File: src/rtl/sar_pkg.sv
package sar_pkg;

   typedef enum logic [1:0] {
      MODE_RJ  = 2'd0,
      MODE_LJ  = 2'd1,
      MODE_I2S = 2'd2
   } sar_mode_e;

   localparam logic [1:0] FMT_RESET = 2'b00;

   // Upper bit set selects I2S regardless of the lower bit.
   function automatic sar_mode_e fmt_decode(input logic [1:0] code);
      if (code[1])      return MODE_I2S;
      else if (code[0]) return MODE_LJ;
      else              return MODE_RJ;
   endfunction

endpackage

File: src/rtl/sar_sync_edge.sv
module sar_sync_edge #(
   parameter int STAGES = 2
) (
   input  logic clk,
   input  logic rst_n,
   input  logic bclk_i,
   input  logic ws_i,
   input  logic sd_i,
   output logic bclk_rise,
   output logic ws_o,
   output logic sd_o
);
   localparam int NSIG = 3;

   if (STAGES < 2) begin : g_bad_stages
      $error("sar_sync_edge: STAGES must be at least 2");
   end

   for (genvar g = 0; g < STAGES; g++) begin : g_stage
      logic [NSIG-1:0] q;
      if (g == 0) begin : g_first
         always_ff @(posedge clk or negedge rst_n) begin
            if (!rst_n) q <= '0;
            else        q <= {bclk_i, ws_i, sd_i};
         end
      end else begin : g_next
         always_ff @(posedge clk or negedge rst_n) begin
            if (!rst_n) q <= '0;
            else        q <= g_stage[g-1].q;
         end
      end
   end

   logic [NSIG-1:0] synced;
   logic            bclk_d;

   assign synced = g_stage[STAGES-1].q;

   always_ff @(posedge clk or negedge rst_n) begin
      if (!rst_n) bclk_d <= 1'b0;
      else        bclk_d <= synced[2];
   end

   assign bclk_rise = synced[2] & ~bclk_d;
   assign ws_o      = synced[1];
   assign sd_o      = synced[0];

   // a detected rising edge is never followed by another in the next cycle
   p_rise_gap_r9: assert property (@(posedge clk) disable iff (!rst_n)
      bclk_rise |=> !bclk_rise);

endmodule

File: src/rtl/sar_framer.sv
module sar_framer
   import sar_pkg::*;
#(
   parameter int W = 16
) (
   input  logic         clk,
   input  logic         rst_n,
   input  logic         rise,
   input  logic         ws,
   input  logic         sd,
   input  logic [1:0]   fmt_in,
   output logic [W-1:0] word_q,
   output logic         stb_q,
   output logic         right_q
);
   localparam int CNT_MAX = W + 1;
   localparam int CNT_W   = $clog2(CNT_MAX + 1);

   if (W < 2) begin : g_bad_width
      $error("sar_framer: W must be at least 2");
   end

   logic             ws_prev;
   logic             primed;
   logic [1:0]       fmt_q;
   logic [CNT_W-1:0] cnt;
   logic [CNT_W-1:0] idx;
   logic [W-1:0]     sr;
   logic [W-1:0]     shifted;
   logic [W-1:0]     word_n;
   logic             chg;
   logic             cap;
   logic             stb_n;
   logic             right_n;
   sar_mode_e        mode;

   always_comb begin
      chg     = ws ^ ws_prev;
      idx     = chg ? '0 : cnt;
      mode    = fmt_decode(fmt_q);
      shifted = {sr[W-2:0], sd};
      cap     = 1'b0;
      stb_n   = 1'b0;
      word_n  = shifted;
      right_n = ws;
      unique case (mode)
         MODE_RJ: begin
            // Sliding window: the word closes at the word-select change.
            cap     = 1'b1;
            stb_n   = chg & primed;
            word_n  = sr;
            right_n = ws_prev;
         end
         MODE_LJ: begin
            cap   = (idx < CNT_W'(W));
            stb_n = (idx == CNT_W'(W - 1));
         end
         default: begin
            cap   = (idx >= CNT_W'(1)) && (idx <= CNT_W'(W));
            stb_n = (idx == CNT_W'(W));
         end
      endcase
   end

   always_ff @(posedge clk or negedge rst_n) begin
      if (!rst_n) begin
         ws_prev <= 1'b0;
         primed  <= 1'b0;
         fmt_q   <= FMT_RESET;
         cnt     <= CNT_W'(CNT_MAX);
         sr      <= '0;
         word_q  <= '0;
         stb_q   <= 1'b0;
         right_q <= 1'b0;
      end else begin
         stb_q <= 1'b0;
         if (rise) begin
            ws_prev <= ws;
            if (chg) begin
               primed <= 1'b1;
               fmt_q  <= fmt_in;
            end
            cnt <= (idx == CNT_W'(CNT_MAX)) ? idx : idx + 1'b1;
            if (cap) sr <= shifted;
            if (stb_n) begin
               stb_q   <= 1'b1;
               word_q  <= word_n;
               right_q <= right_n;
            end
         end
      end
   end

   // the bit-position counter saturates and never runs past its limit
   p_cnt_bound_r4: assert property (@(posedge clk) disable iff (!rst_n)
      cnt <= CNT_W'(CNT_MAX));

   // the format register moves only at a word-select change
   p_fmt_at_ws_r6: assert property (@(posedge clk) disable iff (!rst_n)
      !$stable(fmt_q) |-> $past(rise && chg));

   // a word is only produced right after a bit-clock rising edge
   p_stb_on_rise_r9: assert property (@(posedge clk) disable iff (!rst_n)
      stb_q |-> $past(rise));

endmodule

File: src/rtl/sar_pair.sv
module sar_pair #(
   parameter int W = 16
) (
   input  logic         clk,
   input  logic         rst_n,
   input  logic [W-1:0] word,
   input  logic         stb,
   input  logic         right,
   output logic [W-1:0] left_out,
   output logic [W-1:0] right_out,
   output logic         frame_valid
);
   logic [W-1:0] hold_l;
   logic         have_left;

   always_ff @(posedge clk or negedge rst_n) begin
      if (!rst_n) begin
         hold_l      <= '0;
         have_left   <= 1'b0;
         left_out    <= '0;
         right_out   <= '0;
         frame_valid <= 1'b0;
      end else begin
         frame_valid <= 1'b0;
         if (stb && !right) begin
            hold_l    <= word;
            have_left <= 1'b1;
         end else if (stb && right && have_left) begin
            left_out    <= hold_l;
            right_out   <= word;
            frame_valid <= 1'b1;
            have_left   <= 1'b0;
         end
      end
   end

   // the frame strobe lasts a single cycle
   p_valid_single_r7: assert property (@(posedge clk) disable iff (!rst_n)
      frame_valid |=> !frame_valid);

   // sample outputs stay put whenever no strobe is issued
   p_hold_r8: assert property (@(posedge clk) disable iff (!rst_n)
      !frame_valid |-> ($stable(left_out) && $stable(right_out)));

endmodule

File: src/rtl/serial_audio_rx.sv
module serial_audio_rx #(
   parameter int W           = 16,
   parameter int SYNC_STAGES = 2
) (
   input  logic         clk,
   input  logic         rst_n,
   input  logic         bclk,
   input  logic         ws,
   input  logic         sdata,
   input  logic [1:0]   fmt,
   output logic [W-1:0] left_out,
   output logic [W-1:0] right_out,
   output logic         frame_valid
);
   logic         rise;
   logic         ws_s;
   logic         sd_s;
   logic [W-1:0] word;
   logic         word_stb;
   logic         word_right;

   sar_sync_edge #(.STAGES(SYNC_STAGES)) u_sync (
      .clk      (clk),
      .rst_n    (rst_n),
      .bclk_i   (bclk),
      .ws_i     (ws),
      .sd_i     (sdata),
      .bclk_rise(rise),
      .ws_o     (ws_s),
      .sd_o     (sd_s)
   );

   sar_framer #(.W(W)) u_framer (
      .clk    (clk),
      .rst_n  (rst_n),
      .rise   (rise),
      .ws     (ws_s),
      .sd     (sd_s),
      .fmt_in (fmt),
      .word_q (word),
      .stb_q  (word_stb),
      .right_q(word_right)
   );

   sar_pair #(.W(W)) u_pair (
      .clk        (clk),
      .rst_n      (rst_n),
      .word       (word),
      .stb        (word_stb),
      .right      (word_right),
      .left_out   (left_out),
      .right_out  (right_out),
      .frame_valid(frame_valid)
   );

endmodule

File: config.mk
export PLATFORM = sky130hd
export DESIGN_NAME = serial_audio_rx
export DESIGN_NICKNAME = d
export VERILOG_FILES = /design/src/rtl/sar_pkg.sv /design/src/rtl/sar_sync_edge.sv /design/src/rtl/sar_framer.sv /design/src/rtl/sar_pair.sv /design/src/rtl/serial_audio_rx.sv
export SDC_FILE = /design/constraint.sdc
export NUM_CORES = 1
export LEC_CHECK = 0
export BUFFER_PORTS_ARGS = -buffer_cell sky130_fd_sc_hd__buf_2
export CAP_MARGIN = 15
export CELL_PAD_IN_SITES_DETAIL_PLACEMENT = 0
export CELL_PAD_IN_SITES_GLOBAL_PLACEMENT = 1
export CORE_ASPECT_RATIO = 0.75
export CORE_MARGIN = 8
export CORE_UTILIZATION = 30
export CTS_CLUSTER_DIAMETER = 150
export DETAILED_ROUTE_END_ITERATION = 16
export PLACE_DENSITY_LB_ADDON = 0.1
export SETUP_SLACK_MARGIN = 0.3
export SYNTH_ARGS = -nofsm -noshare
export SYNTH_HDL_FRONTEND = slang
export SYNTH_HIERARCHICAL = 1
export SYNTH_SLANG_ARGS = --single-unit
File: constraint.sdc
create_clock -name clk -period 3.2 [get_ports clk]
set_input_delay 0.16 -clock clk [delete_from_list [all_inputs] [get_ports clk]]
set_output_delay 0.16 -clock clk [all_outputs]
set_load 0.03 [all_outputs]
Yosys cells after proc, flatten, opt, wreduce, memory -nomap -nowiden
Index checks and enable logic that the tools add are counted.

word-level totals
  bits in registers = 100
  input port bits = 7

operators by class
  add/subtract/negate cells = 1
  $lt $le $gt $ge = 3
  equality and inequality tests = 4
  mux-type cells = 14
  bitwise gates (word level) = 5
  reductions and logical operators = 11

operators with widths
  cell                 number
  $mux 16              1
  $eq 5x5->1 const B   2
  $mux 5               2
  $mux 1               8
  $reduce_and 2->1     4
  $add 5x1->5 const B  1
  $eq 5x4->1 const B   1
  $ge 5x1->1 const B   1
  $le 5x5->1 const B   1
  $lt 5x5->1 const B   1
  $logic_and 1x1->1    4
  $pmux 1 s2           2
  $and 1x1->1          2
  $eq 2x1->1 const B   1
  $logic_not 2->1      1
  $mux 2               1
  $not 1->1            2
  $reduce_bool 2->1    1
  $logic_not 1->1      1
  $xor 1x1->1          1

Longest topological paths before layout
Gate-level depths: netlist of the first run.

  word-level depth = 6
  mapped depth = 9
  depth with buffers taken out = 8

By module
The synthesis of the first run kept the hierarchy.

by module, submodules not included
  module         instances  cells an instance  area an instance (sq um)
  sar_framer     1          144                2107.0
  sar_pair       1          109                1870.5
  sar_sync_edge  1          8                  188.9

Worst setup path before layout of the first run
No wires, ideal clock.

  path kind = register to register
  start point = register u_framer.ws_prev
  end point = register u_framer.sr[10]
  library setup time = 125 ps
  data arrival time = 2107 ps
  required time = 3075 ps
  slack = 968 ps
  cell stages (with the launch flop) = 10
  clock period less this slack = 2232 ps
  cells stage by stage = dfrtp_1 -> xnor2_2 -> and2_1 -> inv_1 -> ha_1 -> nand4bb_1 -> o31ai_1 -> a21oi_4 -> buf_12 -> mux2_4

between the ends
  word-level cells in the longest chain between the ends = 6
  elaborated cells on any way between the ends = 8

ends and longest elaborated chain
  item                                             line              source
  start, declared                                  sar_framer.sv:23  logic ws_prev;
  start signal, assigned                           sar_framer.sv:78  ws_prev <= ws;
  $xor 1x1->1 *                                    sar_framer.sv:38  chg = ws ^ ws_prev;
  $mux 5 *                                         sar_framer.sv:39  idx = chg ? '0 : cnt;
  $ge 5x1->1 / $le 5x5->1 (equally long branches)  sar_framer.sv:59  cap = (idx >= CNT_W'(1)) && (idx <= CNT_W'(W));
  $logic_and 1x1->1                                sar_framer.sv:59
  $pmux 1 s2 *                                     sar_framer.sv:46  unique case (mode)
  $reduce_and 2->1 (no line) *                     -
  end signal, assigned                             sar_framer.sv:84  if (cap) sr <= shifted;
  end, declared                                    sar_framer.sv:28  logic [W-1:0] sr;

Every way passes the cells marked *; elsewhere a longest branch is shown, timed or not.
A chain may end at the register's enable or synchronous reset.

Worst setup path in the final report of the first run
  start point = register u_framer.ws_prev
  end point = register u_framer.sr[15]

Same word-level chain as after synthesis.

==> results of run 1 <==
-- worst max-delay path: stages (launching register included) --
cell     delay (ns)
dfrtp_1        0.43
xnor2_2        0.26
buf_4          0.20
nand2_1        0.08
ha_1           0.22
nor2b_1        0.10
o21ai_1        0.10
a21oi_4        0.57
mux2_2         0.41
-- worst max path at each step --
stage	start	end	slack [ns]	cells after the start
after floorplan	u_framer/ws_prev$_DFFE_PN0P_	u_framer/sr[10]$_DFFE_PN0P_	0.97	9
after global placement	u_framer/ws_prev$_DFFE_PN0P_	u_framer/sr[14]$_DFFE_PN0P_	0.74	8
final	u_framer/ws_prev$_DFFE_PN0P_	u_framer/sr[15]$_DFFE_PN0P_	0.71	8
after CTS	u_framer/ws_prev$_DFFE_PN0P_	u_framer/sr[15]$_DFFE_PN0P_	0.68	8
after detailed placement	u_framer/ws_prev$_DFFE_PN0P_	u_framer/sr[15]$_DFFE_PN0P_	0.69	8
after global routing	u_framer/ws_prev$_DFFE_PN0P_	u_framer/sr[0]$_DFFE_PN0P_	0.52	8
-- cells by family (layout without fill, tap and decap cells) --
group	Yosys count	after routing	synth area share (%)
XOR/XNOR	3	3	0.811
AO/OA/AOI/OAI	16	16	2.76
adder cells (fa/ha/maj)	3	3	0.901
multiplexers	101	101	29.0
flip-flops	100	100	60.1
buffers and inverters	13	67	2.46
AND/OR/NAND/NOR	25	25	3.93
-- what timing repair did --
item,in CTS,in global routing
setup buffers,0,0
hold buffers,4,0
hold endpoints to repair,62,0
-- metrics by stage --
stage	total power, mW	worst slack (ns)	utilization, %
after global placement	3.14	0.742	33.2
after global routing	4.75	0.518	36.3
after floorplan	2.84	0.968	-
after detailed placement	3.15	0.693	33.2
after CTS	4.55	0.679	36.3
final	4.46	0.706	36.3
-- registers in the layout, summed over array words and instances, names as in the netlist --
signal	flops
u_framer/ws_prev	1
u_framer/cnt	5
u_framer/word_q	16
u_framer/sr	16
u_pair/frame_valid	1
u_pair/hold_l	16
u_framer/primed	1
u_sync/bclk_d	1
u_framer/fmt_q	2
u_sync/g_stage.q	6
u_pair/have_left	1
u_framer/stb_q	1
u_framer/right_q	1
u_pair/left_out	16
u_pair/right_out	16
-- layout by cell type, fill, tap and decap left out, types with 2 or more instances in the layout --
cell type and n:
buf_4 4, inv_1 4, clkbuf_8 2, clkbuf_16 9, nand2b_1 3, buf_2 38, a21oi_1 6, ha_1 3
mux2_2 82, nand2_1 6, mux2_4 19, bufinv_16 4, a32o_1 2, nor2_1 4, dfrtp_1 98, dlygate4sd3_1 4
nor2b_1 2, dfstp_2 2, o21ai_1 2
-- metal layers --
layer	part of all wire, %	wire length [microns]
met1	49	3520
met3	4.7	338
met5	0	0
met4	1.1	82
met2	45	3200
-- area by class of cell --
class / instances / area [sq um] / share of cell area [%]
sequential: 100 / 2500 / 50.5
multi-input combinational: 148 / 1560 / 31.4
timing repair buffer: 47 / 280 / 5.65
clock buffer: 11 / 253 / 5.10
tap: 175 / 219 / 4.41
clock inverter: 5 / 129 / 2.60
inverter: 4 / 15.0 / 0.303
-- power breakdown --
part | leakage (nW) | internal [mW] | switching (mW)
combinational | 0.982 | 0.637 | 0.530
clock | 0.186 | 0.889 | 0.469
sequential | 1.30 | 1.65 | 0.286
total | 2.46 | 3.17 | 1.28
==> impl_results.md, run 1 <==
* Max_slew headroom at 44.2%
* Run status: completed
* Starting Density at 30.5%
* Crit path max fanout at 16
* Netlist cell types at 36
* Post-DRT Antenna Nets at 0
* Initial antenna violation count at 0
* M2 GR Usage at 13.3%
* WS Path Type: reg2reg
* Final period util at 77.9%
* Final Critical Period at 2.49 ns
* YS warnings at 6
* Capturing point of the worst reg2reg path: u_framer/sr[15]$_DFFE_PN0P_
* CTS Buffer Depth at 2
* Area delta synth->final at 19.0%
* Most frequent cell after synthesis: dfrtp_1
* PD cells at 899 mW/mm^2
* Worst Hold Path Cells at 2
* Synth top area share at 58.9%
* Chip Width at 152 microns
* Synth top cells by count: dfrtp_1 (98), mux2_2 (82), mux2_4 (19)
* GR peak layer: met2
* Minimum hold slack at 0.0467 ns
* Vias per inst at 4.45
* Antenna diodes at 0
* Register area share after synthesis at 60.1%
* Leak at 2.46 nW
* Share of cells above drive strength 1 at 54.3%
* DRC Markers at 0
* Met3 GRT Util at 3.34%
* Gr usage total at 8.81%
* Ys async rst share at 100%
* Setup TNS at 0 ns
* Final nets at 320
* Yosys top cell by area: dfrtp_1
* Peak VDD IR at 0.383 mV
* Non-filler instance count after layout at 490
* Initial DRT Pass Iterations at 4
* DRT Wirelength at 7.14 mm
* Slew Limit Fails at 0
* CTS resizes at 0
* CTS Sinks at 100
* Gpl congestion at 0.725
* Clk_skew at 0.00644 ns
* Synth Cell Area at 0.00417 sq mm
* Clock tree from TritonCTS: built
* EDFF count, synth at 0
* Iter 0 DRT Violations at 113
* Grt total ovfl at 0
* IO Port Bufs at 39
* Min-delay worst type: in2reg
* Reg clk slew, reported paths at 0.07 ns
* Num CTS Buffers at 9
* H-tree depth at 3
* Core area at 0.0137 sq mm
* DP HPWL at 4.55 mm
* Hold_sp: fmt[1]
* Max Cap Viol at 0
* GR Util met1 at 11.3%
* DR vias at 2,182
* Fmax at 0.401 GHz
* RSZ-0062 raised after global routing: false
* Final Hold Viols at 0
* Post-synthesis area per instance at 16.0 sq um
* Net Count, Synth at 271
* Flops & latches, synth at 100
* R2R depth at 8
* Worst-margin pin slew at 0.835 ns
* Largest net degree at the start of global routing at 63
* RR Startpoint: u_framer/ws_prev$_DFFE_PN0P_
* Vias in the first global route at 2,453
* Die Height at 118 microns
* Placed cell area at 0.00454 sq mm
* CP Data Arrival Time at 2.72 ns
* Synth area leaders: dfrtp_1 (59%), mux2_2 (22%), mux2_4 (6.8%), dfstp_2 (1.3%), buf_6 (1.1%)
* Worst Path Required at 3.42 ns
* Wirelength per Cell at 14.6 microns
* Filler Cells Inserted at 1,309
* Nature of the critical path endpoint: flop
* R2R setup slack at 0.71 ns
* Die area at 0.0180 sq mm
* CTS Root Cell: clkbuf_16
* Ports at 40
* Synthesized netlist cell count at 261
* Startpoint type of the worst setup path: flop
* Final number of setup-violating endpoints at 0
* Top FF cell, synth: dfrtp_1
* Clk_lat worst skew at 0.34 ns
* Hold Crit Endpoint: u_framer/fmt_q[1]$_DFFE_PN0P_
* Design Area, Final at 0.00496 sq mm
* First-pass GRT wire length at 12.8 mm
* Inst Count DP at 470
* # rows at 37
(Power assumes the default switching activity.)
==> inputs of run 2 (changes only) <==
==> constraint.sdc (replaced) <==
create_clock -name clk -period 2.3 [get_ports clk]
set_input_delay 0.115 -clock clk [delete_from_list [all_inputs] [get_ports clk]]
set_output_delay 0.115 -clock clk [all_outputs]
set_load 0.03 [all_outputs]
==> run 2 against run 1 <==
  * Maximum frequency increased by 20%
  * Largest power group unchanged
  * Sequential power increased by 40%
  * Largest cell class unchanged
  * Hold slack improved by 0.26 ns
  * Highest routed layer unchanged
==> impl_results.md, run 2 (same netlist as run 1, synthesis figures left out) <==
* Fmax at 0.481 GHz (+20%)
* Startpoint type of the worst setup path: flop
* Sw frac at 30.8% (+1.9 points)
* Non-filler instance count after layout at 503 (+2.7%)
* DRT Wirelength at 7.82 mm (+9.5%)
* First-pass GRT wire length at 13.1 mm (+2.7%)
* CTS Buffer Depth at 2 (unchanged)
* Most common cell after layout, fill and taps aside: dfrtp_1
* Crit path max fanout at 5 (-11)
* Worst-margin pin slew at 0.590 ns (-0.244 ns)
* R2R setup slack at 0.22 ns (-0.48 ns)
* Min-delay worst type: in2async
* Commonest non-fill, non-tap cells in the layout: dfrtp_1 (96), mux2_2 (82), buf_2 (38)
* Minimum hold slack at 0.307 ns (+0.261 ns)
* Switching power at 1.85 mW (+44%)
* Max_slew headroom at 60.1% (+16 points)
* Share of cells above drive strength 1 at 58.8% (+4.6 points)
* Die Height at 118 microns (unchanged)
* Sequential share of power at 45.0% (+1.6 points)
* Pint at 4.17 mW (+31%)
* Area delta synth->final at 23.6%
* CP Data Arrival Time at 2.30 ns (-0.42 ns)
* Largest net degree at the start of global routing at 62 (-1.6%)
* CTS Root Cell: clkbuf_16
* Nature of the critical path endpoint: flop
* Final nets at 333 (+4.1%)
* Combinational power share at 29.9% (+3.7 points)
* H-tree depth at 3 (unchanged)
* Crit-path slowest cell: dfrtp_2
* CTS Sinks at 100 (unchanged)
* Gpl congestion at 0.689 (-5.0%)
* Grt total ovfl at 0 (unchanged)
* Chip Width at 152 microns (unchanged)
* PD cells at 1170 mW/mm^2 (+30%)
* Placed cell area at 0.00466 sq mm (+2.7%)
* CP peak stage delay at 0.44 ns (-0.13 ns)
* Clock tree from TritonCTS: built
* Capturing point of the worst reg2reg path: u_framer/word_q[14]$_DFFE_PN0P_
* Core area at 0.0137 sq mm (unchanged)
* Final Hold Viols at 0 (unchanged)
* Reg clk slew, reported paths at 0.06 ns (about the same)
* Initial DRT Pass Iterations at 3 (-1)
* DR vias at 2,274 (+4.2%)
* Num CTS Buffers at 9 (unchanged)
* DRC Markers at 0 (unchanged)
* Clk pwr share at 25.1% (-5.4 points)
* Ordered cell list for the critical path: xnor2_4 -> and4_4 -> and3_4 -> ha_4 -> a21oi_2 -> o21ai_2 -> nand3_4 -> clkbuf_16 -> mux2_4
* Inst Count DP at 476 (+1.3%)
* Setup TNS at 0 ns (unchanged)
* Ports at 40 (unchanged)
* Max Cap Viol at 0 (unchanged)
* Initial antenna violation count at 0 (unchanged)
* Run status: completed
* Vias per inst at 4.52 (+1.5%)
* Clk_skew at 0.00658 ns (+0.000139 ns)
* Vias in the first global route at 2,493 (+1.6%)
* Iter 0 DRT Violations at 108 (-4.4%)
* Peak VDD IR at 0.434 mV (+13%)
* Die area at 0.0180 sq mm (unchanged)
* Design Area, Final at 0.00515 sq mm (+3.8%)
* IO Port Bufs at 39 (unchanged)
* Final number of setup-violating endpoints at 0 (unchanged)
* WS Path Type: reg2reg
* Starting Density at 30.5% (unchanged)
* Gr usage total at 9.07% (+0.26 points)
* Final Critical Period at 2.08 ns (-0.416 ns)
* R2R depth at 9 (+1)
* Antenna diodes at 0 (unchanged)
* Leak at 2.53 nW (+2.5%)
* Worst Path Required at 2.52 ns (-0.90 ns)
* Filler Cells Inserted at 1,296 (-0.99%)
* Slew Limit Fails at 0 (unchanged)
* # rows at 37 (unchanged)
* Final core occ at 37.7% (+1.4 points)
* Final period util at 90.3% (+12 points)
* Wirelength per Cell at 15.5 microns (+6.6%)
* Clk_lat worst skew at 0.34 ns (about the same)
* RR Startpoint: u_framer/ws_prev$_DFFE_PN0P_
* RSZ-0062 raised after global routing: true
* DP HPWL at 4.99 mm (+9.8%)
* Post-DRT Antenna Nets at 0 (unchanged)
==> run 2: timing repair <==
action / CTS / global route
pin swaps: 0 / 6
gates cloned: 0 / 2
setup endpoints to repair: 33 / 33
gates resized for setup: 2 / 7
setup buffers: 3 / 0
endpoints found under the hold margin: 42 / 0
hold buffers: 6 / 0
==> run 2: per-layer routing <==
metal | GRT usage (%) | routed length, microns | part of all wire, %
met4 | 2.80 | 102 | 1.3
met2 | 13.6 | 3460 | 44
met1 | 12.0 | 3970 | 51
met5 | 0 | 0 | 0
met3 | 3.26 | 287 | 3.7
==> run 2: worst max-delay path by stage <==
stage	cells after the start	end	startpoint	slack, ns
after floorplan	9	u_framer/sr[10]$_DFFE_PN0P_	u_sync/g_stage[1].q[1]$_DFF_PN0_	0.18
after global placement	9	u_framer/word_q[14]$_DFFE_PN0P_	u_sync/g_stage[1].q[1]$_DFF_PN0_	0.25
after detailed placement	9	u_framer/word_q[15]$_DFFE_PN0P_	u_sync/g_stage[1].q[1]$_DFF_PN0_	0.22
after CTS	9	u_framer/sr[15]$_DFFE_PN0P_	u_sync/g_stage[1].q[1]$_DFF_PN0_	0.24
after global routing	9	u_framer/word_q[14]$_DFFE_PN0P_	u_framer/ws_prev$_DFFE_PN0P_	0.13
final	9	u_framer/word_q[14]$_DFFE_PN0P_	u_framer/ws_prev$_DFFE_PN0P_	0.22
==> run 2: per-stage QoR <==
step / setup WS (ns) / total power, mW
after global placement: 0.247 / 4.46
after detailed placement: 0.224 / 4.47
after floorplan: 0.183 / 3.97
after global routing: 0.132 / 6.41
after CTS: 0.238 / 6.06
final: 0.223 / 6.02
==> run 2: cell type report <==
class                   instances  area, sq um  share of cell area, %
clock buffers                  13          250                   4.86
clock inverters                 3         46.3                  0.899
inverters                       4         15.0                  0.292
multi-input cells             148         1640                   31.9
flip-flops and latches        100         2510                   48.7
well taps                     175          219                   4.25
repair buffers                 60          468                   9.09
==> run 2: power by group through the flow <==
stage          clock (mW)  combinational, mW  sequential, mW
6_report             1.51               1.80            2.71
5_1_grt              1.65               1.95            2.80
4_1_cts              1.59               1.76            2.71
3_5_place_dp            0               1.72            2.74
3_3_place_gp            0               1.72            2.74
2_1_floorplan           0               1.10            2.87
==> run 2: critical path, delay by kind of cell (launching register included) <==
| family | cells | cell delay (ns) |
|---|---|---|
| adder cells (fa/ha/maj) | 1 | 0.12 |
| AO/OA/AOI/OAI | 2 | 0.13 |
| XOR/XNOR | 1 | 0.21 |
| flip-flops | 1 | 0.44 |
| buffers and inverters | 1 | 0.19 |
| multiplexers | 1 | 0.29 |
| AND/OR/NAND/NOR | 3 | 0.58 |
==> inputs of run 3 (changes only) <==
--- a/config.mk
+++ b/config.mk
@@ -12,6 +12,7 @@
 export CORE_ASPECT_RATIO = 0.75
 export CORE_MARGIN = 8
 export CORE_UTILIZATION = 30
+export CTS_BUF_LIST = sky130_fd_sc_hd__clkbuf_2
 export CTS_CLUSTER_DIAMETER = 150
 export DETAILED_ROUTE_END_ITERATION = 16
 export PLACE_DENSITY_LB_ADDON = 0.1
==> run 3 against run 2 <==
  * Critical path depth unchanged
  * Register-to-register slack worse by 0.03 ns
  * Design area down 3.4%
  * Wire length down 0.14%
  * Clock-buffer cell count down 1
  * Sequential share of layout area up 1.7 points
  * Power down 11%
  * Core utilization down 1.3 points
  * Die area unchanged
  * Global-route usage about the same
  * Clock skew up 0.026 ns
  * Highest routed layer unchanged
==> impl_results.md, run 3 (same netlist as run 1, synthesis figures left out) <==
* M2 GR Usage at 13.5% (-0.084 points)
* Placed cell area at 0.00466 sq mm (unchanged)
* Core area at 0.0137 sq mm (unchanged)
* GR Util met1 at 12.0% (about the same)
* # rows at 37 (unchanged)
* Chip Width at 152 microns (unchanged)
* Gpl congestion at 0.689 (unchanged)
* Leak at 2.46 nW (-2.6%)
* FF/Latch Area at 0.00251 sq mm (unchanged)
* Final nets at 334 (+0.30%)
* WS Path Type: reg2reg
* Combinational power share at 33.8% (+3.9 points)
* Post-DRT Antenna Nets at 0 (unchanged)
* Final Worst Setup Slack at 0.195 ns (-0.0280 ns)
* Die area at 0.0180 sq mm (unchanged)
* R2R setup slack at 0.19 ns (-0.03 ns)
* Sw frac at 33.4% (+2.7 points)
* Gr usage total at 9.07% (about the same)
* Iter 0 DRT Violations at 109 (+0.93%)
* Grt total ovfl at 0 (unchanged)
* Reg clk slew, reported paths at 0.25 ns (+0.19 ns)
* Antenna diodes at 0 (unchanged)
* Final number of setup-violating endpoints at 0 (unchanged)
* CTS Sinks at 100 (unchanged)
* IO Port Bufs at 39 (unchanged)
* R2R depth at 9 (unchanged)
* Num CTS Buffers at 9 (unchanged)
* Met3 GRT Util at 3.26% (unchanged)
* Die Height at 118 microns (unchanged)
* CP peak stage delay at 0.50 ns (+0.06 ns)
* Multi-input logic area at 0.00164 sq mm (unchanged)
* DRC Markers at 0 (unchanged)
* DR vias at 2,275 (+0.044%)
* Starting Density at 30.5% (unchanged)
* Initial DRT Pass Iterations at 4 (+1)
* Pre-CTS WS at 0.224 ns (unchanged)
* Switching power at 1.78 mW (-3.8%)
* Final period util at 91.5% (+1.2 points)
* Final core occ at 36.4% (-1.3 points)
* RSZ-0062 raised after global routing: true
* Hold_sp: sdata
* RR Startpoint: u_framer/ws_prev$_DFFE_PN0P_
* Crit-path slowest cell: dfrtp_2
* Peak VDD IR at 0.391 mV (-9.8%)
* Setup TNS at 0 ns (unchanged)
* Design Area, Final at 0.00497 sq mm (-3.4%)
* Worst-margin pin slew at 0.578 ns (-0.0125 ns)
* CTS Root Cell: clkbuf_2
* Fmax at 0.475 GHz (-1.3%)
* Crit path max fanout at 6 (+1)
* Filler Cells Inserted at 1,310 (+1.1%)
* Clk_skew at 0.0324 ns (+0.0258 ns)
* Worst setup startpoint: u_framer/ws_prev$_DFFE_PN0P_
* CTS Buffer Depth at 2 (unchanged)
* First-pass GRT wire length at 13.0 mm (-0.58%)
* Sequential share of power at 50.7% (+5.7 points)
* Initial antenna violation count at 0 (unchanged)
* Vias in the first global route at 2,486 (-0.28%)
* Clk_lat worst skew at 0.54 ns (+0.20 ns)
* DP HPWL at 4.99 mm (unchanged)
* Max Cap Viol at 0 (unchanged)
* Max_slew headroom at 61.0% (+0.84 points)
* Clk pwr share at 15.6% (-9.5 points)
* Most common cell after layout, fill and taps aside: dfrtp_1
* Pint at 3.55 mW (-15%)
* Ordered cell list for the critical path: xnor2_4 -> and4_4 -> and3_4 -> ha_4 -> a21oi_2 -> o21ai_2 -> nand3_4 -> buf_12 -> mux2_4
* Share of cells above drive strength 1 at 59.3% (+0.43 points)
* Min-delay worst type: in2reg
* Bufs and invs on worst path at 1 (unchanged)
* Commonest non-fill, non-tap cells in the layout: dfrtp_1 (96), mux2_2 (82), buf_2 (38)
* Power Total at 5.33 mW (-11%)
* Delay-heaviest family, CP: simple AND/OR/NAND/NOR gates
* Final Critical Period at 2.11 ns (+0.0280 ns)
* Startpoint type of the worst setup path: flop
* H-tree depth at 3 (unchanged)
* Capturing point of the worst reg2reg path: u_framer/word_q[14]$_DFFE_PN0P_
* CP Data Arrival Time at 2.54 ns (+0.24 ns)
* Worst Hold Path Cells at 2
* Final Hold Viols at 0 (unchanged)
* Worst Path Required at 2.73 ns (+0.21 ns)
* Wirelength per Cell at 15.5 microns (-0.34%)
* Run status: completed
* PD cells at 1070 mW/mm^2 (-8.3%)
* GR peak layer: met2
* Vias per inst at 4.51 (-0.15%)
* Nature of the critical path endpoint: flop
* Area delta synth->final at 19.3%
* Hold Crit Endpoint: u_sync/g_stage[0].q[0]$_DFF_PN0_
* Ports at 40 (unchanged)
* DRT Wirelength at 7.81 mm (-0.14%)
* Largest net degree at the start of global routing at 62 (unchanged)
* Slew Limit Fails at 0 (unchanged)
* Clock tree from TritonCTS: built
-- run 3: stage by stage --
| step | hold slack, ns | std cells |
|---|---|---|
| 5_1_grt | 0.0845 | 504 |
| 3_5_place_dp | 0.144 | 476 |
| 6_report | 0.194 | 504 |
| 2_1_floorplan | -0.181 | 261 |
| 4_1_cts | 0.00108 | 500 |
| 3_3_place_gp | 0.142 | 476 |
-- run 3: layer usage --
| metal | part of all wire, % | wire [microns] |
|---|---|---|
| met5 | 0 | 0 |
| met1 | 50 | 3920 |
| met4 | 0.97 | 76 |
| met2 | 45 | 3510 |
| met3 | 3.8 | 298 |
-- run 3: what timing repair did --
| item | CTS | global route |
|---|---|---|
| pin swaps | 0 | 7 |
| gates cloned | 0 | 2 |
| buffers inserted | 2 | 1 |
| hold endpoints to repair | 105 | 9 |
| gates resized for setup | 1 | 8 |
| hold buffers | 6 | 1 |
| setup endpoints to repair | 33 | 33 |
-- run 3: area by class of cell --
cell class	count	area share, %
clock buffer	12	1.21
clock inverter	4	1.01
inverter	4	0.302
multi-input combinational	148	33.0
sequential	100	50.4
tap	175	4.40
timing repair buffer	61	9.61
-- run 3: worst max path at each step --
stage | to | slack [ns] | cells after the start
floorplan | u_framer/sr[10]$_DFFE_PN0P_ | 0.18 | 9
global placement | u_framer/word_q[14]$_DFFE_PN0P_ | 0.25 | 9
detailed placement | u_framer/word_q[15]$_DFFE_PN0P_ | 0.22 | 9
CTS | u_framer/sr[15]$_DFFE_PN0P_ | 0.19 | 9
global route | u_framer/sr[15]$_DFFE_PN0P_ | 0.12 | 8
finish | u_framer/word_q[14]$_DFFE_PN0P_ | 0.19 | 9
-- run 3: power by group through the flow --
stage	clock (mW)	sequential [mW]	combinational, mW
global placement	0	2.74	1.72
floorplan	0	2.87	1.10
global route	0.964	2.80	1.95
CTS	0.906	2.71	1.75
finish	0.829	2.70	1.80
detailed placement	0	2.74	1.72
-- run 3: worst register-to-register path, cell delays in order (launching register included) --
cell and delay, ns:
dfrtp_2 0.50, xnor2_4 0.21, and4_4 0.25, and3_4 0.19
ha_4 0.12, a21oi_2 0.05, o21ai_2 0.09, nand3_4 0.14
buf_12 0.17, mux2_4 0.29
